File: src/rtl/sampleFramerPkg.sv
package sampleFramerPkg;
  typedef struct packed {
    logic wrEn;    // accept the sample on the data inputs
    logic rewind;  // frame released, restart at slot 0
  } ctrlStrobes_t;
endpackage

File: src/rtl/sampleFramerCtrl.sv
module sampleFramerCtrl
  import sampleFramerPkg::*;
#(
  parameter int TICK_CYCLES = 2000,
  parameter int OVR_W       = 8
) (
  input  logic             clk,
  input  logic             rstN,
  input  logic             sampleValid,
  input  logic             frameAck,
  input  logic             lastSlot,
  output logic             sampleReq,
  output logic             frameReady,
  output logic [OVR_W-1:0] overrunCount,
  output ctrlStrobes_t     strobes
);
  localparam int CNT_W = (TICK_CYCLES > 1) ? $clog2(TICK_CYCLES) : 1;
  localparam logic [CNT_W-1:0] CNT_LAST = CNT_W'(TICK_CYCLES - 1);
  localparam logic [OVR_W-1:0] OVR_MAX = '1;

  logic [CNT_W-1:0] tickCnt;
  logic             tick;
  logic             pending;

  assign tick = (tickCnt == CNT_LAST);

  always_comb begin
    strobes.wrEn   = sampleValid && pending && !frameReady;
    strobes.rewind = frameReady && frameAck;
  end

  always_ff @(posedge clk) begin
    if (!rstN) begin
      tickCnt      <= '0;
      sampleReq    <= 1'b0;
      pending      <= 1'b0;
      frameReady   <= 1'b0;
      overrunCount <= '0;
    end else begin
      tickCnt   <= tick ? '0 : tickCnt + 1'b1;
      sampleReq <= tick && !frameReady;

      if (tick && !frameReady)
        pending <= 1'b1;
      else if (strobes.wrEn)
        pending <= 1'b0;

      if (strobes.rewind)
        frameReady <= 1'b0;
      else if (strobes.wrEn && lastSlot)
        frameReady <= 1'b1;

      if (tick && frameReady && overrunCount != OVR_MAX)
        overrunCount <= overrunCount + 1'b1;
    end
  end
endmodule

File: src/rtl/sampleFramerData.sv
module sampleFramerData
  import sampleFramerPkg::*;
#(
  parameter int DATA_W    = 8,
  parameter int WORD_W    = 16,
  parameter int FRAME_LEN = 128,
  parameter int RAMP_LEN  = 32,
  parameter int DC_OFFSET = 140,
  parameter int SCALE_SH  = 4
) (
  input  logic                         clk,
  input  logic                         rstN,
  input  ctrlStrobes_t                 strobes,
  input  logic [DATA_W-1:0]            sampleData,
  input  logic [$clog2(FRAME_LEN)-1:0] rdAddr,
  output logic [WORD_W-1:0]            rdData,
  output logic                         lastSlot
);
  localparam int IDX_W   = $clog2(FRAME_LEN);
  localparam int RAMP_SH = $clog2(RAMP_LEN);
  localparam int WGT_W   = RAMP_SH + 1;
  localparam int PROD_W  = DATA_W + 1 + WGT_W + 1;
  localparam logic [DATA_W:0] DC_VAL = (DATA_W+1)'(DC_OFFSET);
  localparam logic [IDX_W:0] RAMP_UP_END  = (IDX_W+1)'(RAMP_LEN);
  localparam logic [IDX_W:0] RAMP_DN_BEG  = (IDX_W+1)'(FRAME_LEN - RAMP_LEN);
  localparam logic [IDX_W:0] FRAME_SIZE   = (IDX_W+1)'(FRAME_LEN);

  logic [IDX_W-1:0]         wrIdx;
  logic [IDX_W:0]           idxExt;
  logic [IDX_W:0]           wRaw;
  logic [WGT_W-1:0]         weight;
  logic signed [DATA_W:0]   centered;
  logic signed [PROD_W-1:0] prod;
  logic signed [PROD_W-1:0] shifted;
  logic signed [WORD_W-1:0] widened;
  logic [WORD_W-1:0]        word;
  logic [WORD_W-1:0]        frameMem [FRAME_LEN];

  assign lastSlot = (wrIdx == IDX_W'(FRAME_LEN - 1));

  always_comb begin
    idxExt = {1'b0, wrIdx};
    if (idxExt < RAMP_UP_END)
      wRaw = idxExt + 1'b1;
    else if (idxExt >= RAMP_DN_BEG)
      wRaw = FRAME_SIZE - idxExt;
    else
      wRaw = RAMP_UP_END;
    weight   = WGT_W'(wRaw);
    centered = $signed({1'b0, sampleData}) - $signed(DC_VAL);
    prod     = centered * $signed({1'b0, weight});
    shifted  = prod >>> RAMP_SH;
    widened  = WORD_W'(shifted);
    word     = widened <<< SCALE_SH;
  end

  always_ff @(posedge clk) begin
    if (!rstN)
      wrIdx <= '0;
    else if (strobes.rewind)
      wrIdx <= '0;
    else if (strobes.wrEn)
      wrIdx <= lastSlot ? '0 : wrIdx + 1'b1;
  end

  always_ff @(posedge clk) begin
    if (strobes.wrEn)
      frameMem[wrIdx] <= word;
    rdData <= frameMem[rdAddr];
  end
endmodule

File: src/rtl/sampleFramer.sv
module sampleFramer
  import sampleFramerPkg::*;
#(
  parameter int TICK_CYCLES = 2000,
  parameter int DATA_W      = 8,
  parameter int WORD_W      = 16,
  parameter int FRAME_LEN   = 128,
  parameter int RAMP_LEN    = 32,
  parameter int DC_OFFSET   = 140,
  parameter int SCALE_SH    = 4,
  parameter int OVR_W       = 8
) (
  input  logic                         clk,
  input  logic                         rstN,
  output logic                         sampleReq,
  input  logic                         sampleValid,
  input  logic [DATA_W-1:0]            sampleData,
  input  logic [$clog2(FRAME_LEN)-1:0] rdAddr,
  output logic [WORD_W-1:0]            rdData,
  output logic                         frameReady,
  input  logic                         frameAck,
  output logic [OVR_W-1:0]             overrunCount
);
  ctrlStrobes_t strobes;
  logic         lastSlot;

  sampleFramerCtrl #(
    .TICK_CYCLES(TICK_CYCLES),
    .OVR_W      (OVR_W)
  ) u_ctrl (
    .clk         (clk),
    .rstN        (rstN),
    .sampleValid (sampleValid),
    .frameAck    (frameAck),
    .lastSlot    (lastSlot),
    .sampleReq   (sampleReq),
    .frameReady  (frameReady),
    .overrunCount(overrunCount),
    .strobes     (strobes)
  );

  sampleFramerData #(
    .DATA_W   (DATA_W),
    .WORD_W   (WORD_W),
    .FRAME_LEN(FRAME_LEN),
    .RAMP_LEN (RAMP_LEN),
    .DC_OFFSET(DC_OFFSET),
    .SCALE_SH (SCALE_SH)
  ) u_data (
    .clk       (clk),
    .rstN      (rstN),
    .strobes   (strobes),
    .sampleData(sampleData),
    .rdAddr    (rdAddr),
    .rdData    (rdData),
    .lastSlot  (lastSlot)
  );
endmodule

File: config.mk
export PLATFORM = sky130hd
export DESIGN_NAME = sampleFramer
export DESIGN_NICKNAME = d
export VERILOG_FILES = /design/src/rtl/sampleFramerPkg.sv /design/src/rtl/sampleFramerCtrl.sv /design/src/rtl/sampleFramerData.sv /design/src/rtl/sampleFramer.sv
export SDC_FILE = /design/constraint.sdc
export NUM_CORES = 1
export LEC_CHECK = 0
export ABC_AREA = 0
export ABC_CLOCK_PERIOD_IN_PS = 14720
export BUFFER_PORTS_ARGS = -buffer_cell sky130_fd_sc_hd__buf_2
export CORE_MARGIN = 2
export CORE_UTILIZATION = 55
export DETAILED_ROUTE_END_ITERATION = 10
export PLACE_DENSITY = 0.75
export SYNTH_ARGS = -nofsm -noshare
export SYNTH_HDL_FRONTEND = slang
export SYNTH_SLANG_ARGS = --single-unit
File: constraint.sdc
create_clock -name clk -period 14.72 [get_ports clk]
set_input_delay 3.68 -clock clk [delete_from_list [all_inputs] [get_ports clk]]
set_output_delay 3.68 -clock clk [all_outputs]
set_load 0.005 [all_outputs]
# Word-level counts from Yosys, hierarchy flattened
# Memory sizes are Yosys's and may differ from the RTL's. A register that Yosys moved wholly into a read port is not among the register bits.
# Cells that the tools add are included.
# Widths: inputs -> output; s select.
# word_totals
register_bits	45
mem_bits_rw	1536
inputBits	19
output_inout_bits	26
wordCells	39
n_memories	1
# op_classes
add_sub_neg	6
n_mul	1
order_cmp	2
n_eq_ne	3
muxes	7
bitwise	1
n_reduce_logical	11
# memory_table
memory	depth	word_bits	read_ports	rd_clocked_by_memory_dff	wr	line_no	text
u_data.frameMem	128	12	1	1	1	sampleFramerData.sv:37	logic [WORD_W-1:0] frameMem [FRAME_LEN];
# op_table
operator	count
$mul 9x7->16	1
$mux 6	2
$add 11x1->11 const B	1
$eq 11x11->1 const B	1
$sub 8x8->9 const B	1
$add 8x1->8 const B	1
$ne 8x8->1 const B	1
$add 7x1->7 const B	1
$eq 7x7->1 const B	1
$ge 7x7->1 const B	1
$logic_and 1x1->1	7
$lt 7x6->1 const B	1
$mux 7	1
$add 6x1->6 const B	1
$sub 1x6->6 const A	1
$mux 1	4
$reduce_or 2->1	2
$reduce_bool 2->1	1
$logic_not 1->1	1
$not 1->1	1

# Logic depth before layout (Yosys ltp)
# depth
word_depth	4
mapped_depth	24
mapped_depth_nobuf	22

# Hierarchy
# A second synthesis with hierarchy kept.
# unflattened
hier_cells	2979
hier_area_um2	57906.8
# by_module_without_submodules
mod	n_inst	cells_each	area_each_um2	seq_area_each_um2
sampleFramerData	1	2865	56935.9	42640.9
sampleFramerCtrl	1	114	970.9	440.4

# Worst setup path after synthesis
# OpenSTA, ideal clock, no wires.
# synth_timing
kind	input port to flip-flop
from	input port sampleData[2]
to	memory u_data.frameMem[0][9] (netlist bit), data pin
setup_time_ns	0.928
arrival_ns	11.505
required_time_ns	13.792
path_slack_ns	2.287
stages	18
path_buffers	2
path_cell_list	clkbuf_1 -> a2111oi_0 -> xor2_1 -> or2_2 -> fa_1 -> inv_1 -> fa_1 -> fa_1 -> inv_1 -> fa_1 -> inv_1 -> ha_1 -> clkbuf_1 -> a41o_1 -> a21oi_1 -> o21ai_0 -> a31oi_1 -> xnor2_1
# synth_via
elab_chain_len	2
# synth_rtl
element	line_no	text
start, declared	sampleFramer.sv:17	input logic [DATA_W-1:0] sampleData,
$sub 8x8->9	sampleFramerData.sv:50	centered = $signed({1'b0, sampleData}) - $signed(DC_VAL);
$mul 9x7->16	sampleFramerData.sv:51	prod = centered * $signed({1'b0, weight});
net u_data.prod[14]	sampleFramerData.sv:33	logic signed [PROD_W-1:0] prod;
end, declared	sampleFramerData.sv:37	
# The timed path passes the listed nets, and every way through them passes these cells.

# Worst setup path after layout
# layout_timing
from	input port sampleData[2]
to	memory u_data.frameMem[35][10] (netlist bit), data pin
# The elaborated chain is that of the path after synthesis.

==> metrics.cfg <==
[power]
leakage_nw=21.2
ir_drop_v=0.000104
power_mw=8.51
power.density_nw_per_um2=131

[layout]
syn_to_final_growth_pct=11.6
drive_gt1_share_pct=22.2
fillers=7028
nets=3167

[clock_network]
clock_insertion_delay_worst_skew_ps=740
cts_resized=0
cts_root_buf=clkbuf_16
cts-hold-fix-buffers=0
cts_setup_buffers=0
htree_num_levels=4
clock_sinks=1448
cts_buffers=145
cts_buffer_depth=3
clkTransAtPathRegs_ps=60
cts_tree=yes

[floorplan]
fp.dieH_um=329
core_region_area_um2=105000
initial_utilization_pct=55.3
ios=45
std_cell_rows=119
die_area_um2=108000
die_w_um=329

[sta]
rsz0062_at_grt=false
setup-tns-final_ps=0
finalCriticalPeriod_ps=9560
worst_pin_slew_ps=1370
drv_slew=0
relSlewSlack_pct=8.10
setup_viol_count_final=0
fmax_mhz=105
finClkSkew_ps=21.7
hold_viol_final=0
period_share_pct=64.9

[yosys]
synth_cells=2944
ys_warn_count=0
synth_seq_cells=1448
synth_edf_count=1408
mappedNetlistArea_um2=58100
async_flop_share_pct=0
synth_area_leaders=edfxtp_1 (73%), mux4_2 (12%), mux2i_1 (3.4%)
synthTopCellsByCount=edfxtp_1 (1408), mux4_2 (297), nor2_1 (207)
yosysMostFrequentCell=edfxtp_1
yosysTopAreaCell=edfxtp_1
avgSynthCellArea_um2=19.7
netlist-cell-type-count=58
yosysSeqAreaShare_pct=74.2
synth_flop_cell=edfxtp_1
synth_top_area_share_pct=72.8

[hold_path]
hold_start=u_ctrl.tickCnt[0]
worstHoldPathType=flop to flop
hold_path_end=u_ctrl.tickCnt[0]
min_path_cells=1

[detailed_routing]
vias_per_cell=6.44
detail_route.first_pass.iterations=6
wl_um=134000
drc=0
drt-initial-drc-count=3614
ant_nets=0
num_vias=29500
routedWlPerCell_um=29.2

[setup_path]
worst_r2r_endpoint=u_data.frameMem[35][10]
timing.rr.start=u_data.wrIdx[2]
crit_fanout=116
crit_path_end_kind=flop
path_cells=buf_2 > ha_1 > nor3_1 > xnor2_1 > nor2_1 > fa_1 > fa_1 > fa_1 > inv_1 > fa_1 > inv_1 > ha_1 > nand4_1 > o41a_1 > o21ai_1 > a21oi_1 > xnor2_2 > buf_4
r2r_setup_slack_ps=7410
start_kind=input pin
rr_worst_depth=19
crit_top_cell=fa_1
crit_required_ps=15090
crit_path_top_delay_cell=buf_4
arrival_ps=9930
crit_type=input pin to flop
path_buf_inv=4
path_delay_family=adder cells
worst_path_largest_cell_delay_ps=880

[grt]
grt_pass1_vias=30000
grt_max_degree=143
track_usage_pct=25.1
overflow=0
grt_first_pass_wirelength_um=198000
grt_antenna_before_repair=4

[run]
maxCapViolCount=0

[placement]
port_buffers=40
dp_hpwl_um=76400
gp_congestion=0.834

[outcome]
status=finished, final reports clean

## logic make-up (layout without fill, tap and decap cells)
family	after synthesis	after routing	synth area share, %
DFF	1448	1448	74.2
other	1	5	0.00646
muxes	518	518	15.4
and+or+nand+nor	410	410	3.20
AOI/OAI and AO/OA	218	218	2.75
buffers and inverters	230	471	1.72
adders and majority gates	73	73	2.06
xor gates and xnor gates	46	46	0.694
## per-layer routing
layer	up-vias	global-route usage [%]	part of all wire [%]
met5	-	0	0.020
met4	4	8.09	2.9
met3	254	5.73	9.5
met2	1614	40.6	49
met1	15400	34.2	38
li1	12200	-	-
## worst max-delay path by stage
stage / from / cells past startpoint / endpoint / slack, ps
2_1_floorplan: sampleData[2] / 18 / u_data.frameMem[0][9] / 2290
3_3_place_gp: sampleData[2] / 18 / u_data.frameMem[66][5] / 4700
3_5_place_dp: sampleData[2] / 17 / u_data.frameMem[67][5] / 4480
4_1_cts: sampleData[2] / 18 / u_data.frameMem[86][5] / 5250
5_1_grt: sampleData[2] / 17 / u_data.frameMem[86][5] / 4770
6_report: sampleData[2] / 18 / u_data.frameMem[35][10] / 5160
## registers in the layout (all words and copies together), names as in the netlist
name and cells:
u_data.frameMem 1408, u_ctrl.tickCnt 11, u_ctrl.overrunCount 8, u_ctrl.frameReady 1, u_ctrl.sampleReq 1, u_data.wrIdx 7
u_data.rdData 11, u_ctrl.pending 1
## cells in the final DEF (no fill, tap or decap), types with 5 or more instances in the layout
cell,Yosys,routed
edfxtp_1,1408,1408
mux4_2,297,297
mux2i_1,199,199
nor2_1,207,191
clkbuf_16,0,148
a22oi_1,110,110
buf_4,14,100
nand3_1,78,78
inv_1,68,68
nand2_1,47,47
dfxtp_1,40,40
fa_1,38,38
buf_2,67,37
ha_1,35,35
a21oi_1,33,33
clkinv_1,0,33
clkinv_2,0,26
clkbuf_1,70,25
mux2_2,22,22
xnor2_1,28,21
nand4_1,17,17
xor2_1,18,16
o21ai_0,15,15
nor2_2,0,15
a22o_1,12,12
nor2b_1,13,11
a41oi_1,11,11
a221oi_1,11,11
and2_1,11,10
bufinv_16,0,9
or2_2,8,8
xnor2_2,0,7
and3_1,6,6
inv_6,0,5
clkinv_8,0,5
## final cells by class
class	instances	area [um2]	share of cell area, %
multi-input combinational	1269	14200	21.8
clock buffer	174	3810	5.88
sequential	1448	43100	66.5
tap	1391	1740	2.69
antenna	1	2.50	0.00386
inverter	68	255	0.394
timing repair buffer	143	1050	1.61
clock inverter	86	722	1.11
## metrics by stage
step	cells	hold slack [ps]	area [um2]	setup WS, ps	util (%)
final	4580	464	64800	5160	61.7
after global routing	4579	516	64800	4770	61.7
after CTS	4579	466	64800	5250	61.7
after detailed placement	4319	453	60300	4480	57.4
after global placement	4319	439	60300	4700	57.4
after floorplan	2947	430	58100	2290	-
## power by group
part           switching, mW  internal (mW)
Combinational          0.273          0.139
Sequential           0.00241           4.56
Clock                   1.53           2.01
## worst reg2reg max path, stage by stage, from the launching register on
cell and delay [ps]:
dfxtp_1 650, nand3_1 230, xor2_1 230, o22a_1 440
nor2_1 120, fa_1 510, inv_1 60, fa_1 530
inv_1 50, fa_1 470, inv_1 50, fa_1 470
inv_1 40, ha_1 340, nand4_1 120, o41a_1 380
o21ai_1 530, a21oi_1 210, xnor2_2 480, buf_4 880
No activity file was read; power rests on OpenSTA's default activity.
